===== config.mk =====
export PLATFORM = sky130hd
export DESIGN_NAME = pwm_match_bank
export DESIGN_NICKNAME = d
export VERILOG_FILES = /design/src/rtl/pwm_match_pkg.sv /design/src/rtl/pwm_match_regs.sv /design/src/rtl/pwm_match_counter.sv /design/src/rtl/pwm_match_cmp.sv /design/src/rtl/pwm_edge_ctrl.sv /design/src/rtl/pwm_match_bank.sv
export SDC_FILE = /design/constraint.sdc
export NUM_CORES = 1
export LEC_CHECK = 0
export BUFFER_PORTS_ARGS = -buffer_cell sky130_fd_sc_hd__buf_2
export CAP_MARGIN = 20
export CORE_ASPECT_RATIO = 0.8
export CORE_MARGIN = 10
export CORE_UTILIZATION = 50
export CTS_CLUSTER_SIZE = 40
export DETAILED_ROUTE_END_ITERATION = 6
export PLACE_DENSITY = 0.78
export SYNTH_ARGS = -nofsm -noshare
export SYNTH_HDL_FRONTEND = slang
export SYNTH_SLANG_ARGS = --single-unit

===== constraint.sdc =====
create_clock -name clk -period 2.3 [get_ports clk]
set_input_delay 0.23 -clock clk [delete_from_list [all_inputs] [get_ports clk]]
set_output_delay 0.23 -clock clk [all_outputs]
set_load 0.05 [all_outputs]

===== src/rtl/pwm_match_pkg.sv =====
package pwm_match_pkg;
  typedef struct packed {
    logic stop;
    logic rst;
    logic irq;
  } match_act_t;
endpackage


===== src/rtl/pwm_match_regs.sv =====
module pwm_match_regs
  import pwm_match_pkg::*;
#(
  parameter int CNT_W     = 16,
  parameter int DATA_W    = 16,
  parameter int NUM_MATCH = 7,
  parameter int NUM_DBL   = 3,
  parameter int ADDR_W    = 4
) (
  input  logic                                  clk,
  input  logic                                  rst_n,
  input  logic                                  wr_en,
  input  logic [ADDR_W-1:0]                     wr_addr,
  input  logic [DATA_W-1:0]                     wr_data,
  input  logic                                  load_cycle,
  output logic [NUM_MATCH-1:0][CNT_W-1:0]       act_q,
  output logic [NUM_MATCH-2:0]                  shadow_nz,
  output match_act_t [NUM_MATCH-1:0]            action_q,
  output logic [NUM_DBL-1:0]                    dbl_mode_q,
  output logic                                  ctl_wr,
  output logic                                  ctl_run,
  output logic                                  ctl_clear,
  output logic [NUM_MATCH-1:0]                  flag_clr
);
  localparam int ACT_BASE = NUM_MATCH;
  localparam int CTL_ADDR = 2 * NUM_MATCH;
  localparam int CLR_ADDR = 2 * NUM_MATCH + 1;

  logic [NUM_MATCH-1:0][CNT_W-1:0] shadow_q, shadow_d, act_d;
  match_act_t [NUM_MATCH-1:0]      action_d;
  logic [NUM_DBL-1:0]              dbl_mode_d;
  logic                            load;

  assign ctl_wr    = wr_en && (int'(wr_addr) == CTL_ADDR);
  assign ctl_run   = wr_data[0];
  assign ctl_clear = ctl_wr && wr_data[1];
  assign flag_clr  = (wr_en && (int'(wr_addr) == CLR_ADDR)) ? wr_data[NUM_MATCH-1:0] : '0;
  assign load      = load_cycle || ctl_clear;

  for (genvar k = 1; k < NUM_MATCH; k++) begin : g_nz
    assign shadow_nz[k-1] = (shadow_q[k] != '0);
  end

  always_comb begin
    shadow_d   = shadow_q;
    action_d   = action_q;
    dbl_mode_d = dbl_mode_q;
    act_d      = load ? shadow_q : act_q;
    for (int k = 0; k < NUM_MATCH; k++) begin
      if (wr_en && (int'(wr_addr) == k)) begin
        shadow_d[k] = wr_data[CNT_W-1:0];
      end
      if (wr_en && (int'(wr_addr) == ACT_BASE + k)) begin
        action_d[k] = match_act_t'(wr_data[2:0]);
      end
    end
    if (ctl_wr) begin
      dbl_mode_d = wr_data[2+NUM_DBL-1:2];
    end
  end

  always_ff @(posedge clk or negedge rst_n) begin
    if (!rst_n) begin
      shadow_q   <= '0;
      act_q      <= '0;
      action_q   <= '0;
      dbl_mode_q <= '0;
    end else begin
      shadow_q   <= shadow_d;
      act_q      <= act_d;
      action_q   <= action_d;
      dbl_mode_q <= dbl_mode_d;
    end
  end
endmodule


===== src/rtl/pwm_match_counter.sv =====
module pwm_match_counter #(
  parameter int CNT_W = 16
) (
  input  logic             clk,
  input  logic             rst_n,
  input  logic             tick,
  input  logic             ctl_wr,
  input  logic             ctl_run,
  input  logic             ctl_clear,
  input  logic             rst_hit,
  input  logic             stop_hit,
  output logic [CNT_W-1:0] cnt_q,
  output logic             running_q,
  output logic             adv
);
  logic [CNT_W-1:0] cnt_d;
  logic             running_d;

  assign adv = tick && running_q && !ctl_clear;

  always_comb begin
    cnt_d = cnt_q;
    if (ctl_clear || rst_hit) begin
      cnt_d = '0;
    end else if (stop_hit) begin
      cnt_d = cnt_q;
    end else if (adv) begin
      cnt_d = cnt_q + CNT_W'(1);
    end
  end

  always_comb begin
    running_d = running_q;
    if (ctl_wr) begin
      running_d = ctl_run;
    end else if (stop_hit) begin
      running_d = 1'b0;
    end
  end

  always_ff @(posedge clk or negedge rst_n) begin
    if (!rst_n) begin
      cnt_q     <= '0;
      running_q <= 1'b0;
    end else begin
      cnt_q     <= cnt_d;
      running_q <= running_d;
    end
  end
endmodule


===== src/rtl/pwm_match_cmp.sv =====
module pwm_match_cmp
  import pwm_match_pkg::*;
#(
  parameter int CNT_W     = 16,
  parameter int NUM_MATCH = 7
) (
  input  logic                            clk,
  input  logic                            rst_n,
  input  logic [CNT_W-1:0]                cnt,
  input  logic                            adv,
  input  logic [NUM_MATCH-1:0][CNT_W-1:0] act,
  input  match_act_t [NUM_MATCH-1:0]      action,
  input  logic [NUM_MATCH-1:0]            flag_clr,
  output logic [NUM_MATCH-1:0]            hit,
  output logic                            rst_hit,
  output logic                            stop_hit,
  output logic                            cycle_start,
  output logic [NUM_MATCH-1:0]            flags_q,
  output logic                            irq
);
  logic [NUM_MATCH-1:0] irq_en, rst_en, stop_en, flags_d;

  for (genvar k = 0; k < NUM_MATCH; k++) begin : g_cmp
    assign hit[k]     = adv && (cnt == act[k]);
    assign irq_en[k]  = action[k].irq;
    assign rst_en[k]  = action[k].rst;
    assign stop_en[k] = action[k].stop;
  end

  assign rst_hit     = |(hit & rst_en);
  assign stop_hit    = |(hit & stop_en);
  assign cycle_start = hit[0] && rst_en[0];
  assign flags_d     = (flags_q & ~flag_clr) | (hit & irq_en);
  assign irq         = |(flags_q & irq_en);

  always_ff @(posedge clk or negedge rst_n) begin
    if (!rst_n) begin
      flags_q <= '0;
    end else begin
      flags_q <= flags_d;
    end
  end
endmodule


===== src/rtl/pwm_edge_ctrl.sv =====
module pwm_edge_ctrl #(
  parameter int NUM_OUT = 6,
  parameter int NUM_DBL = 3
) (
  input  logic               clk,
  input  logic               rst_n,
  input  logic [NUM_OUT-1:0] hit_o,
  input  logic               load,
  input  logic [NUM_OUT-1:0] shadow_nz,
  input  logic [NUM_DBL-1:0] dbl_mode,
  output logic [NUM_OUT-1:0] pwm_q
);
  logic [NUM_OUT-1:0] pwm_d;
  logic [NUM_OUT-1:0] dbl_sel;
  logic [NUM_OUT-1:0] set_src;

  for (genvar i = 0; i < NUM_OUT; i++) begin : g_out
    if ((i % 2) == 1) begin : g_even_out
      assign dbl_sel[i] = dbl_mode[i/2];
      assign set_src[i] = hit_o[i-1];
    end else begin : g_odd_out
      assign dbl_sel[i] = 1'b0;
      assign set_src[i] = 1'b0;
    end

    always_comb begin
      pwm_d[i] = pwm_q[i];
      if (dbl_sel[i]) begin
        if (set_src[i]) pwm_d[i] = 1'b1;
      end else if (load) begin
        pwm_d[i] = shadow_nz[i];
      end
      if (hit_o[i]) pwm_d[i] = 1'b0;
    end
  end

  always_ff @(posedge clk or negedge rst_n) begin
    if (!rst_n) begin
      pwm_q <= '0;
    end else begin
      pwm_q <= pwm_d;
    end
  end
endmodule


===== src/rtl/pwm_match_bank.sv =====
module pwm_match_bank
  import pwm_match_pkg::*;
#(
  parameter int  CNT_W     = 16,
  parameter int  NUM_OUT   = 6,
  parameter int  DATA_W    = 16,
  localparam int NUM_MATCH = NUM_OUT + 1,
  localparam int NUM_DBL   = NUM_OUT / 2,
  localparam int ADDR_W    = $clog2(2 * NUM_MATCH + 2)
) (
  input  logic                 clk,
  input  logic                 rst_n,
  input  logic                 tick,
  input  logic                 wr_en,
  input  logic [ADDR_W-1:0]    wr_addr,
  input  logic [DATA_W-1:0]    wr_data,
  output logic [NUM_OUT-1:0]   pwm_out,
  output logic                 irq,
  output logic [CNT_W-1:0]     cnt_value,
  output logic [NUM_MATCH-1:0] match_flags
);
  logic [NUM_MATCH-1:0][CNT_W-1:0] act_q;
  logic [NUM_OUT-1:0]              shadow_nz;
  match_act_t [NUM_MATCH-1:0]      action_q;
  logic [NUM_DBL-1:0]              dbl_mode;
  logic                            ctl_wr, ctl_run, ctl_clear;
  logic [NUM_MATCH-1:0]            flag_clr, hit;
  logic                            rst_hit, stop_hit, cycle_start;
  logic                            running, adv;

  pwm_match_regs #(
    .CNT_W(CNT_W), .DATA_W(DATA_W), .NUM_MATCH(NUM_MATCH),
    .NUM_DBL(NUM_DBL), .ADDR_W(ADDR_W)
  ) u_regs (
    .clk(clk), .rst_n(rst_n), .wr_en(wr_en), .wr_addr(wr_addr),
    .wr_data(wr_data), .load_cycle(cycle_start), .act_q(act_q),
    .shadow_nz(shadow_nz), .action_q(action_q), .dbl_mode_q(dbl_mode),
    .ctl_wr(ctl_wr), .ctl_run(ctl_run), .ctl_clear(ctl_clear),
    .flag_clr(flag_clr)
  );

  pwm_match_counter #(.CNT_W(CNT_W)) u_cnt (
    .clk(clk), .rst_n(rst_n), .tick(tick), .ctl_wr(ctl_wr),
    .ctl_run(ctl_run), .ctl_clear(ctl_clear), .rst_hit(rst_hit),
    .stop_hit(stop_hit), .cnt_q(cnt_value), .running_q(running), .adv(adv)
  );

  pwm_match_cmp #(.CNT_W(CNT_W), .NUM_MATCH(NUM_MATCH)) u_cmp (
    .clk(clk), .rst_n(rst_n), .cnt(cnt_value), .adv(adv), .act(act_q),
    .action(action_q), .flag_clr(flag_clr), .hit(hit), .rst_hit(rst_hit),
    .stop_hit(stop_hit), .cycle_start(cycle_start), .flags_q(match_flags),
    .irq(irq)
  );

  pwm_edge_ctrl #(.NUM_OUT(NUM_OUT), .NUM_DBL(NUM_DBL)) u_edge (
    .clk(clk), .rst_n(rst_n), .hit_o(hit[NUM_MATCH-1:1]),
    .load(cycle_start || ctl_clear), .shadow_nz(shadow_nz),
    .dbl_mode(dbl_mode), .pwm_q(pwm_out)
  );
endmodule


==> impl_metrics.ini <==
[status]
status = finished with violations
violations = negative setup slack

[worst_setup_path]
worstSetupPathType = reg2reg
worstSetupStartpointType = flip-flop
endpoint_kind = flip-flop
worstPathArrival_ns = 3.07
critPathMaxFanout = 3
cp.required_ns = 2.72

[die]
dieArea_mm2 = 0.0317
floorplan.initialDensity_pct = 51.0
core_area_mm2 = 0.0244
ios = 54
die_h_um = 161
placementRows = 51
die_w_um = 196

[logic_synthesis]
synth_edf_count = 0
yosys-top-cells-area = dfrtp_1 56%, mux2_2 12%, mux2_1 10%, xnor2_1 4.5%, xor2_1 3.4%
syn_inst = 921
syn_avg_cell_area_um2 = 13.5
yosys_warnings = 0
syn_area_mm2 = 0.0125
ys_seq_area_share_pct = 55.8
mappedNetlistNets = 946
ys_types = 50
yosysTopAreaCell = dfrtp_1
yosys.cell_count.top_type = dfrtp_1
ys_seq_elements = 278
synth_top_area_share_pct = 55.8
synth_common_cells = 278 x dfrtp_1, 135 x mux2_2, 114 x mux2_1, 64 x xnor2_1, 48 x xor2_1
async_flop_share_pct = 100
synth_ff_type = dfrtp_1

[global_routing]
track_usage_pct = 22.4
grt_pass1_vias = 8845
grt_max_degree = 69
antenna_found_initial = 1
grt.overflow.total = 0
grt_pass1_wl_mm = 54.9

[timing]
finalSetupViolations = 135
fin_crit_sh_pct = 115
fin_ws_ns = -0.349
finalMaxSlewViolations = 0
fin_skew_ns = 0.00715
slew_headroom_pct = 54.9
hold_viol = 0
min_period_ns = 2.65
fin_setup_tns_ns = -21.19
rsz0062_at_grt = yes
worst_pin_slew_ns = 0.670
max_freq_mhz = 378

[route]
dr.pass1.iters = 5
dr.first_iter.drc_count = 1282
drt-vias-per-instance = 6.34
routedWlPerCell_um = 28.1
drc = 0
ant_nets = 0
wl_mm = 40.0
via_count = 9022

[cts]
insertion_delay_ns = 0.54
cts.sinks = 278
clkTransAtPathRegs_ns = 0.07
clk_path_buf_depth = 3
cts_tree = done
cts_buffers = 27
cts_root_buf = clkbuf_16
cts_htree_levels = 1

[power]
irDropWorstVdd_mv = 0.724
switching_share_pct = 32.9
p_comb_share_pct = 29.4
power.share.clock_pct = 27.1
p_leak_nw = 7.25
netSwitchingPower_mw = 5.91
pwr-share-seq_pct = 43.5
internal-power_mw = 12.0
finalPower_mw = 18.0
p_per_area_mw_per_mm2 = 1120

[layout]
fillers = 1618
drive_above_1_share_pct = 49.3
finish.utilization_pct = 65.5
layout.nets = 1110
synthToLayoutAreaGrowth_pct = 28.5
antenna_cells = 0

[run]
drv_cap = 0

[placement]
place.gp.congestion = 0.940
post-place-ws_ns = -0.393
post-dp-hpwl_mm = 24.2
io_buffers = 53

[hold_path]
hp-class = in2reg
-- state kept, by name (all words and copies together), names as in the netlist --
| signal | cells |
|---|---|
| u_regs.action_q | 21 |
| u_regs.act_q | 112 |
| u_cnt.running_q | 1 |
| u_regs.dbl_mode_q | 3 |
| u_cmp.flags_q | 7 |
| u_edge.pwm_q | 6 |
| u_regs.shadow_q | 112 |
| u_cnt.cnt_q | 16 |
-- path summary, 6_finish.rpt --
kind / end / start / slack (ns) / depth (start not counted)
worst max-delay path: u_cnt.cnt_q[8] / u_cnt.cnt_q[3] / -0.35 / 10
worst min-delay path: u_regs.shadow_q[78] / wr_data[14] / 0.13 / 2
min in group asynchronous: u_cnt.cnt_q[0] / rst_n / 0.26 / 2
worst max register to register: u_cnt.cnt_q[8] / u_cnt.cnt_q[3] / -0.35 / 10
worst min register to register: u_edge.pwm_q[5] / u_regs.dbl_mode_q[2] / 0.48 / 1
max in group asynchronous: u_regs.shadow_q[68] / rst_n / 1.27 / 3
-- layout by cell type, fill, tap and decap left out, types with 19 or more instances in the layout --
master	Yosys	routed
mux2_2	135	135
nand2_1	25	24
buf_4	11	80
clkbuf_16	0	32
buf_6	9	22
nand4_1	24	24
xor2_1	48	45
xnor2_1	64	60
dfrtp_1	278	262
nor2_1	23	19
nor4_1	41	34
mux2_4	0	110
buf_2	15	52
-- cell type report --
cell class	instances	area [um^2]	share of cell area, %
clock buffers	39	821	5.13
flip-flops and latches	278	6980	43.6
repair buffers	183	1690	10.6
multi-input cells	591	5940	37.1
well taps	318	398	2.49
inverters	4	15.0	0.0938
clock inverters	11	161	1.01
-- power groups by stage --
stage,clock network [mW],logic [mW],registers [mW]
3_5_place_dp,0,4.03,7.71
5_1_grt,5.10,5.62,7.93
4_1_cts,4.87,4.44,7.62
6_report,4.87,5.28,7.81
2_1_floorplan,0,2.59,7.61
3_3_place_gp,0,3.91,7.65
-- stage by stage --
stage / hold WS (ns) / instance area (um^2) / cells
after detailed placement: 0.244 / 13700 / 1335
after global placement: 0.242 / 13700 / 1335
after CTS: 0.113 / 15100 / 1404
final: 0.131 / 16000 / 1424
after global routing: 0.134 / 16000 / 1424
after floorplan: -0.0656 / 12600 / 921
-- critical path, stage by stage, from the launching register on --
cell,delay [ns]
dfrtp_2,0.44
buf_4,0.15
buf_6,0.12
xor2_1,0.17
nor4_1,0.35
nand4_1,0.26
o22a_1,0.30
buf_6,0.15
and4_1,0.17
and3_1,0.18
o21ba_2,0.23
-- what timing repair did --
action	in CTS	in global routing
hold endpoints to repair	62	0
gates cloned	4	7
hold buffers	1	0
gates resized for setup	48	161
pin swaps	15	16
setup buffers	14	13
setup endpoints to repair	133	134
-- per-layer routing --
metal | global-route usage, % | wire length (um)
met1 | 30.7 | 16200
met2 | 33.6 | 17900
met3 | 5.77 | 4010
met4 | 7.83 | 1810
met5 | 0 | 0
-- kinds of logic (layout without fill, tap and decap cells) --
| family | after synthesis | in the layout | synth area share [%] |
|---|---|---|---|
| buffers and inverters | 54 | 237 | 2.65 |
| adders and majority gates | 1 | 1 | 0.100 |
| muxes | 250 | 250 | 22.6 |
| xor gates and xnor gates | 112 | 112 | 7.87 |
| AOI/OAI and AO/OA | 61 | 61 | 3.46 |
| and+or+nand+nor | 165 | 167 | 7.49 |
| DFF | 278 | 278 | 55.8 |
Note: power is estimated with default switching activity, not from simulation.
